## src/rtl/rtc_ser_pkg.sv

```systemverilog
// Shared constants and command decode for the serial clock-chip slave.
// Assumes 8-bit command and data bytes and a 16-strobe transfer.
package rtc_ser_pkg;
    localparam int BYTE_W  = 8;
    localparam int PHASE_W = 5;
    localparam logic [PHASE_W-1:0] PH_CMD_LAST = 5'd7;
    localparam logic [PHASE_W-1:0] PH_VAL_LAST = 5'd15;
    localparam logic [PHASE_W-1:0] PH_DONE     = 5'd16;

    localparam logic [BYTE_W-1:0] OP_RAM_WR_LO = 8'h80;
    localparam logic [BYTE_W-1:0] OP_RAM_WR_HI = 8'h9F;
    localparam logic [BYTE_W-1:0] OP_FLAG_CLR  = 8'hB1;
    localparam logic [BYTE_W-1:0] OP_RAM_RD_HI = 8'h1F;
    localparam logic [BYTE_W-1:0] OP_TIME_LO   = 8'h20;
    localparam logic [BYTE_W-1:0] OP_TIME_HI   = 8'h2F;
    localparam logic [BYTE_W-1:0] OP_RD_STAT   = 8'h30;
    localparam logic [BYTE_W-1:0] OP_RD_CTRL   = 8'h31;

    localparam logic [BYTE_W-1:0] FLAG_PWR_MASK = 8'h18;
    localparam int CLR_KEY_BIT = 2;

    // True when the command code selects the write direction
    function automatic logic op_is_write(input logic [BYTE_W-1:0] c);
        return ((c >= OP_RAM_WR_LO) && (c <= OP_RAM_WR_HI)) || (c == OP_FLAG_CLR);
    endfunction
endpackage

```

## src/rtl/rtc_bit_seq.sv

```systemverilog
// Bit sequencer: counts strobes, assembles the command and value bytes,
// and emits one-cycle event pulses for return latch, bit output and commit.
// Assumes bit_stb is a single-cycle enable in the clk domain.
module rtc_bit_seq
    import rtc_ser_pkg::*;
(
    input  logic                clk,
    input  logic                rst_n,
    input  logic                bit_stb,
    input  logic                bit_in,
    input  logic                xfer_rst,
    output logic [PHASE_W-1:0]  phase,
    output logic [BYTE_W-1:0]   cmd_q,
    output logic [BYTE_W-1:0]   cmd_nxt,
    output logic [BYTE_W-1:0]   val_nxt,
    output logic                latch_ret,
    output logic                shift_out,
    output logic                commit
);
    logic [BYTE_W-1:0] val_q;
    logic              adv;
    logic              in_cmd;

    // Decode whether this strobe advances the transfer and which event it is
    always_comb begin
        adv       = bit_stb && !xfer_rst && (phase < PH_DONE);
        in_cmd    = (phase <= PH_CMD_LAST);
        cmd_nxt   = {cmd_q[BYTE_W-2:0], bit_in};
        val_nxt   = {val_q[BYTE_W-2:0], bit_in};
        latch_ret = adv && (phase == PH_CMD_LAST) && !op_is_write(cmd_nxt);
        shift_out = adv && !in_cmd && !op_is_write(cmd_q);
        commit    = adv && (phase == PH_VAL_LAST) && op_is_write(cmd_q);
    end

    // Phase counter and command/value shift registers
    always_ff @(posedge clk) begin
        if (!rst_n || xfer_rst) begin
            phase <= '0;
            cmd_q <= '0;
            val_q <= '0;
        end else if (adv) begin
            phase <= phase + 1'b1;
            if (in_cmd)
                cmd_q <= cmd_nxt;
            else if (op_is_write(cmd_q))
                val_q <= val_nxt;
        end
    end

    p_phase_cap_r8: assert property (@(posedge clk) disable iff (!rst_n)
        phase <= PH_DONE);
    p_done_hold_r8: assert property (@(posedge clk) disable iff (!rst_n)
        (phase == PH_DONE && !xfer_rst) |=> (phase == PH_DONE) && $stable(cmd_q));
    p_restart_r11: assert property (@(posedge clk) disable iff (!rst_n)
        xfer_rst |=> (phase == '0) && (cmd_q == '0));
    p_idle_hold_r1: assert property (@(posedge clk) disable iff (!rst_n)
        (!bit_stb && !xfer_rst) |=> $stable(phase) && $stable(cmd_q));
endmodule

```

## src/rtl/rtc_store.sv

```systemverilog
// Storage: scratch RAM (not reset, battery-style), status flags and the
// power interrupt. Set from pwr_set has priority over the clear action.
module rtc_store
    import rtc_ser_pkg::*;
#(
    parameter int RAM_AW = 5
)(
    input  logic              clk,
    input  logic              rst_n,
    input  logic              wr_en,
    input  logic [RAM_AW-1:0] wr_addr,
    input  logic [BYTE_W-1:0] wr_data,
    input  logic [RAM_AW-1:0] rd_addr,
    input  logic              flag_clr,
    input  logic              pwr_set,
    output logic [BYTE_W-1:0] rd_data,
    output logic [BYTE_W-1:0] status,
    output logic [BYTE_W-1:0] control,
    output logic              pwr_irq
);
    localparam int RAM_DEPTH = 1 << RAM_AW;
    localparam logic [BYTE_W-1:0] CTRL_INIT = '0;

    logic [BYTE_W-1:0] mem [RAM_DEPTH];

    // Scratch RAM write port; contents survive rst_n
    always_ff @(posedge clk) begin
        if (wr_en)
            mem[wr_addr] <= wr_data;
    end

    // Asynchronous read for return-byte selection
    assign rd_data = mem[rd_addr];
    assign control = CTRL_INIT;

    // Status flags and power interrupt, set dominant over clear
    always_ff @(posedge clk) begin
        if (!rst_n) begin
            status  <= '0;
            pwr_irq <= 1'b0;
        end else if (pwr_set) begin
            status  <= status | FLAG_PWR_MASK;
            pwr_irq <= 1'b1;
        end else if (flag_clr) begin
            status  <= status & ~FLAG_PWR_MASK;
            pwr_irq <= 1'b0;
        end
    end

    p_irq_set_r9: assert property (@(posedge clk) disable iff (!rst_n)
        pwr_set |=> pwr_irq && (status[4:3] == 2'b11));
    p_irq_drop_r7: assert property (@(posedge clk) disable iff (!rst_n)
        ($fell(pwr_irq) && $past(rst_n)) |-> $past(flag_clr));
    p_flags_track_r9: assert property (@(posedge clk) disable iff (!rst_n)
        pwr_irq == (status[4:3] == 2'b11));
endmodule

```

## src/rtl/rtc_read_sel.sv

```systemverilog
// Return-byte selector: maps a read command code to RAM, time, status or
// control data. Purely combinational; unmapped codes yield zero.
module rtc_read_sel
    import rtc_ser_pkg::*;
(
    input  logic [BYTE_W-1:0] cmd,
    input  logic [BYTE_W-1:0] ram_data,
    input  logic [BYTE_W-1:0] status,
    input  logic [BYTE_W-1:0] control,
    input  logic [BYTE_W-1:0] sec_bcd,
    input  logic [BYTE_W-1:0] min_bcd,
    input  logic [BYTE_W-1:0] hour_bcd,
    input  logic [BYTE_W-1:0] mday_bcd,
    input  logic [BYTE_W-1:0] mon_bcd,
    input  logic [BYTE_W-1:0] year_bcd,
    output logic [BYTE_W-1:0] ret
);
    logic [BYTE_W-1:0] time_val;

    // Time field select by the low nibble of the code
    always_comb begin
        case (cmd[3:0])
            4'h0:    time_val = sec_bcd;
            4'h1:    time_val = min_bcd;
            4'h2:    time_val = hour_bcd;
            4'h4:    time_val = mday_bcd;
            4'h5:    time_val = mon_bcd;
            4'h6:    time_val = year_bcd;
            default: time_val = '0;
        endcase
    end

    // Range decode of the read code
    always_comb begin
        if (cmd <= OP_RAM_RD_HI)
            ret = ram_data;
        else if (cmd >= OP_TIME_LO && cmd <= OP_TIME_HI)
            ret = time_val;
        else if (cmd == OP_RD_STAT)
            ret = status;
        else if (cmd == OP_RD_CTRL)
            ret = control;
        else
            ret = '0;
    end
endmodule

```

## src/rtl/rtc_serial_slave.sv

```systemverilog
// Top: serial command slave for a real-time clock chip. Ties the bit
// sequencer, the storage and the read selector, and owns the return byte
// and the serial output register.
module rtc_serial_slave
    import rtc_ser_pkg::*;
#(
    parameter int RAM_AW = 5
)(
    input  logic       clk,
    input  logic       rst_n,
    input  logic       bit_stb,
    input  logic       bit_in,
    input  logic       xfer_rst,
    input  logic       pwr_set,
    input  logic [7:0] sec_bcd,
    input  logic [7:0] min_bcd,
    input  logic [7:0] hour_bcd,
    input  logic [7:0] mday_bcd,
    input  logic [7:0] mon_bcd,
    input  logic [7:0] year_bcd,
    output logic       data_out,
    output logic       pwr_irq
);
    logic [PHASE_W-1:0] phase;
    logic [BYTE_W-1:0]  cmd_q, cmd_nxt, val_nxt;
    logic               latch_ret, shift_out, commit;
    logic [BYTE_W-1:0]  ram_data, status, control, ret_sel;
    logic [BYTE_W-1:0]  ret_q;
    logic               ram_wr, flag_clr;
    logic [2:0]         out_idx;

    rtc_bit_seq u_seq (
        .clk(clk), .rst_n(rst_n), .bit_stb(bit_stb), .bit_in(bit_in),
        .xfer_rst(xfer_rst), .phase(phase), .cmd_q(cmd_q), .cmd_nxt(cmd_nxt),
        .val_nxt(val_nxt), .latch_ret(latch_ret), .shift_out(shift_out),
        .commit(commit)
    );

    // Commit decode: RAM store window or the flag-clear key
    always_comb begin
        ram_wr   = commit && (cmd_q >= OP_RAM_WR_LO) && (cmd_q <= OP_RAM_WR_HI);
        flag_clr = commit && (cmd_q == OP_FLAG_CLR) && val_nxt[CLR_KEY_BIT];
        out_idx  = 3'd7 - phase[2:0];
    end

    rtc_store #(.RAM_AW(RAM_AW)) u_store (
        .clk(clk), .rst_n(rst_n), .wr_en(ram_wr), .wr_addr(cmd_q[RAM_AW-1:0]),
        .wr_data(val_nxt), .rd_addr(cmd_nxt[RAM_AW-1:0]), .flag_clr(flag_clr),
        .pwr_set(pwr_set), .rd_data(ram_data), .status(status),
        .control(control), .pwr_irq(pwr_irq)
    );

    rtc_read_sel u_sel (
        .cmd(cmd_nxt), .ram_data(ram_data), .status(status), .control(control),
        .sec_bcd(sec_bcd), .min_bcd(min_bcd), .hour_bcd(hour_bcd),
        .mday_bcd(mday_bcd), .mon_bcd(mon_bcd), .year_bcd(year_bcd),
        .ret(ret_sel)
    );

    // Return byte capture on the last command bit, serial output per strobe
    always_ff @(posedge clk) begin
        if (!rst_n) begin
            ret_q    <= '0;
            data_out <= 1'b0;
        end else begin
            if (latch_ret)
                ret_q <= ret_sel;
            if (shift_out)
                data_out <= ret_q[out_idx];
        end
    end

    p_dout_hold_r5: assert property (@(posedge clk) disable iff (!rst_n)
        !bit_stb |=> $stable(data_out));
    p_one_event_r1: assert property (@(posedge clk) disable iff (!rst_n)
        $countones({latch_ret, shift_out, commit}) <= 1);
    p_write_no_out_r6: assert property (@(posedge clk) disable iff (!rst_n)
        commit |-> !shift_out && !latch_ret);
endmodule

```

## config.mk

```make
export PLATFORM = sky130hd
export DESIGN_NAME = rtc_serial_slave
export DESIGN_NICKNAME = d
export VERILOG_FILES = /design/src/rtl/rtc_ser_pkg.sv /design/src/rtl/rtc_bit_seq.sv /design/src/rtl/rtc_store.sv /design/src/rtl/rtc_read_sel.sv /design/src/rtl/rtc_serial_slave.sv
export SDC_FILE = /design/constraint.sdc
export NUM_CORES = 1
export LEC_CHECK = 0
export BUFFER_PORTS_ARGS = -buffer_cell sky130_fd_sc_hd__clkbuf_2
export CORE_MARGIN = 2
export CORE_UTILIZATION = 30
export CTS_BUF_LIST = sky130_fd_sc_hd__clkbuf_16
export DETAILED_ROUTE_END_ITERATION = 10
export PLACE_DENSITY = 0.49
export RECOVER_POWER = 25
export SLEW_MARGIN = 20
export SYNTH_ARGS = -nofsm -noshare
export SYNTH_HDL_FRONTEND = slang
export SYNTH_SLANG_ARGS = --single-unit
```

## constraint.sdc

```tcl
create_clock -name clk -period 3.65 [get_ports clk]
set_clock_uncertainty 0.1 [all_clocks]
set_input_delay 0.365 -clock clk [delete_from_list [all_inputs] [get_ports clk]]
set_output_delay 0.365 -clock clk [all_outputs]
set_load 0.05 [all_outputs]
```

==> summary.md <==
| Metric | Value |
|---|---|
| Worst Path Arrival | `3.41 ns` |
| Asr flop ratio synth | `0%` |
| EDFF count, synth | `256` |
| Vias | `6929` |
| Mean area per synthesized cell | `15.61 sq um` |
| Internal | `5.510 mW` |
| Fraction of layout instances using a drive strength above 1 | `20.20%` |
| RePlAce Congestion | `0.7938` |
| Final Critical Period | `3.067 ns` |
| Total Power | `6.868 mW` |
| Initial antenna violation count | `0` |
| Total CTS buffers | `30` |
| Die X | `205.1 um` |
| Final number of hold-violating endpoints | `0` |
| Final nets | `928` |
| Fin cells | `1421` |
| FP Rows | `73` |
| Proportion of power drawn by the clock network | `46.0%` |
| Final setup fails | `0` |
| DIE AREA | `0.04206 sq mm` |
| Sequential area share after synthesis | `68.32%` |
| ANT nets after route | `0` |
| DRC viols | `0` |
| F_max | `326.1 MHz` |
| Total gr overflow | `0` |
| TritonCTS clock tree | `done` |
| Dpl ws | `0.6850 ns` |
| CP Max Fanout | `40` |
| Max Root-Sink Buffers | `3` |
| Die H | `205.1 um` |
| Crit share post-route | `84.02%` |
| CP Data Required Time | `3.99 ns` |
| CTS H-tree lvls | `1` |
| Logic gate share of total power | `2.7%` |
| Warnings, synthesis | `0` |
| DR pass1 iterations | `5` |
| Syn_nets | `833` |
| Actual slew at the worst max-slew pin | `1.652 ns` |
| Dominant synthesized flop cell | `edfxtp_1` |
| CTS Root Cell | `clkbuf_16` |
| RSZ-0062 raised after global routing | `no` |
| Critical path type | `primary input to register` |
| Hpwl dp | `20600 um` |
| Setup repair bufs after CTS | `0` |
| PwrDens | `484.9 mW/mm^2` |
| Sw Pwr | `1.358 mW` |
| Synth Register Bits | `286` |
| MaxCap Viol Count | `3` |
| Area after DPL | `0.01314 sq mm` |
| Vias in the first global route | `6974` |
| GRT Total Usage | `14.86%` |
| Diodes inserted | `0` |
| Fin. max-slew vios | `97` |
| CP startpoint kind | `primary input` |
| Clk_lat worst skew | `0.56 ns` |
| Clock Pin Slew Worst Setup and Hold Paths | `0.07 ns` |
| Pin count of the biggest net entering global routing | `66` |
| Run status | `complete, but fails checks` |
| Sw frac | `19.77%` |
| Endpoint type of the worst setup path | `register` |
| Synth cell types | `58` |
| Leakage power figure | `5.165 nW` |
| Reg power frac | `51.3%` |
| Hold Path Class | `primary input to register` |
| Final setup margin | `0.5833 ns` |
| Failing checks | `capacitance limit, slew limit` |
| CTS Sinks | `286` |
| Relative max-transition margin | `-10.30%` |
| Initial core utilization | `30.46%` |
| Final Cell Area | `0.01416 sq mm` |
| Wire length per cell | `22.20 um` |
| Iteration-0 DRC Markers | `520` |
| Worst vdd ir | `0.0003114 V` |
| Core area | `0.03982 sq mm` |
| Cell Count Post-Placement | `1362` |
| Mapped Cells | `777` |
| Buffers on Ports | `55` |
| Ports | `56` |
| WL final | `31540 um` |
| Layout area overhead | `16.75%` |
| Setup TNS | `0 ns` |
| Post-Syn Area | `0.01213 sq mm` |
| DR vias/cell | `4.876` |
| Global-route wire length before repair | `46150 um` |
==> placed cells by master (no fill, tap or decap), types with 5 or more instances in the layout <==
cell type / n
nor2b_1: 10
nand3_1: 14
edfxtp_1: 256
o22ai_1: 5
nand2_1: 29
nand2b_1: 5
mux2i_1: 135
clkbuf_1: 5
dfxtp_2: 5
nand3b_1: 5
inv_1: 9
dfxtp_1: 24
a21oi_1: 26
a22oi_1: 60
clkinv_1: 8
clkbuf_16: 30
mux2_2: 5
a221o_1: 6
clkbuf_2: 54
bufinv_16: 6
clkinv_2: 7
mux4_2: 15
buf_4: 44
nor3_1: 7
o21ai_1: 7
o21ai_0: 5
nor2_1: 64
==> metrics by stage <==
stage	hold slack (ns)	util [%]
floorplan	0.3220	-
global placement	0.3508	33.00
detailed placement	0.3627	33.00
CTS	0.1042	35.65
global route	0.1409	35.57
finish	0.1249	35.57
==> state kept, by name (all words and copies together), names as in the netlist <==
signal	flops
u_store.mem	256
ret_q	8
u_seq.cmd_q	8
u_seq.val_q	7
u_seq.phase	5
data_out	1
u_store.status	1
==> cells in the mapped netlist (2+ instances only) <==
cell type / instances / area, sq um
buf_1: 2 / 7.510
a31oi_1: 3 / 18.77
nand2_1: 29 / 108.9
mux2i_1: 135 / 1351
o21ai_0: 5 / 25.02
buf_4: 10 / 75.07
nor2_1: 64 / 240.2
buf_12: 4 / 80.08
dfxtp_1: 30 / 600.6
a221o_1: 6 / 60.06
a211oi_1: 2 / 15.01
nand3b_1: 5 / 37.54
a22oi_1: 60 / 450.4
nor3_1: 7 / 35.03
or3_1: 3 / 18.77
mux4_1: 3 / 78.83
buf_2: 12 / 60.06
a21oi_1: 26 / 130.1
inv_1: 5 / 18.77
nand3_1: 14 / 70.07
buf_6: 6 / 67.56
mux4_2: 15 / 337.8
mux2_2: 5 / 56.30
nand4_1: 3 / 18.77
ha_1: 2 / 25.02
nor2b_1: 10 / 62.56
xor2_1: 2 / 17.52
o21ai_1: 7 / 35.03
clkbuf_1: 10 / 37.54
o22ai_1: 5 / 31.28
nand2b_1: 5 / 31.28
edfxtp_1: 256 / 7687
==> layout make-up <==
type | instances | area [sq um]
Clock buffer | 30 | 750.7
Clock inverter | 26 | 276.5
Fill cell | 3856 | 25660
Inverter | 6 | 22.52
Multi-Input combinational cell | 440 | 3478
Sequential cell | 286 | 8298
Tap cell | 525 | 656.9
Timing Repair Buffer | 108 | 680.7
==> power groups by stage <==
stage	registers (mW)	logic, mW	clock network [mW]
floorplan	3.59	0.122	0
global placement	3.59	0.184	0
detailed placement	3.59	0.186	0
CTS	3.52	0.190	3.22
global route	3.52	0.200	3.36
finish	3.52	0.184	3.16
==> repair_timing <==
item,in CTS,in global routing
gates resized for setup,0,0
endpoints found under the hold margin,3,0
hold buffers,3,0
==> critical path, stage by stage <==
cell	delay, ns
buf_6	0.37
clkbuf_1	1.24
buf_4	0.38
mux2i_1	0.27
a22oi_1	0.12
a21oi_1	0.34
nor3_1	0.08
a21oi_1	0.14
o21ai_1	0.08
==> final timing paths <==
kind | depth (start not counted) | to | from | slack [ns]
max | 9 | ret_q[2]$_SDFFE_PN0P_ | bit_in | 0.58
min | 4 | u_seq.phase[0]$_SDFFE_PP0N_ | xfer_rst | 0.12
max reg2reg | 7 | u_store.mem[4][7]$_DFFE_PP_ | u_seq.phase[0]$_SDFFE_PP0N_ | 0.70
min reg2reg | 2 | ret_q[4]$_SDFFE_PN0P_ | ret_q[4]$_SDFFE_PN0P_ | 0.37
==> cell families after synthesis <==
logic type | after synthesis | share of synthesized area [%]
flops | 286 | 68.32
mux | 158 | 15.04
simple gates | 155 | 6.333
compound gates | 122 | 6.879
buf+inv | 51 | 3.012
xor+xnor | 3 | 0.2166
fa+ha+maj | 2 | 0.2062
==> layer usage <==
metal | wire, um | up-vias | global-route usage (%)
met3 | 1304 | 44 | 1.877
met5 | 0 | - | 0
li1 | - | 3237 | -
met4 | 707 | 0 | 4.111
met1 | 15220 | 3487 | 21.29
met2 | 14310 | 161 | 23.70
Note: power is estimated with default switching activity, not from simulation.
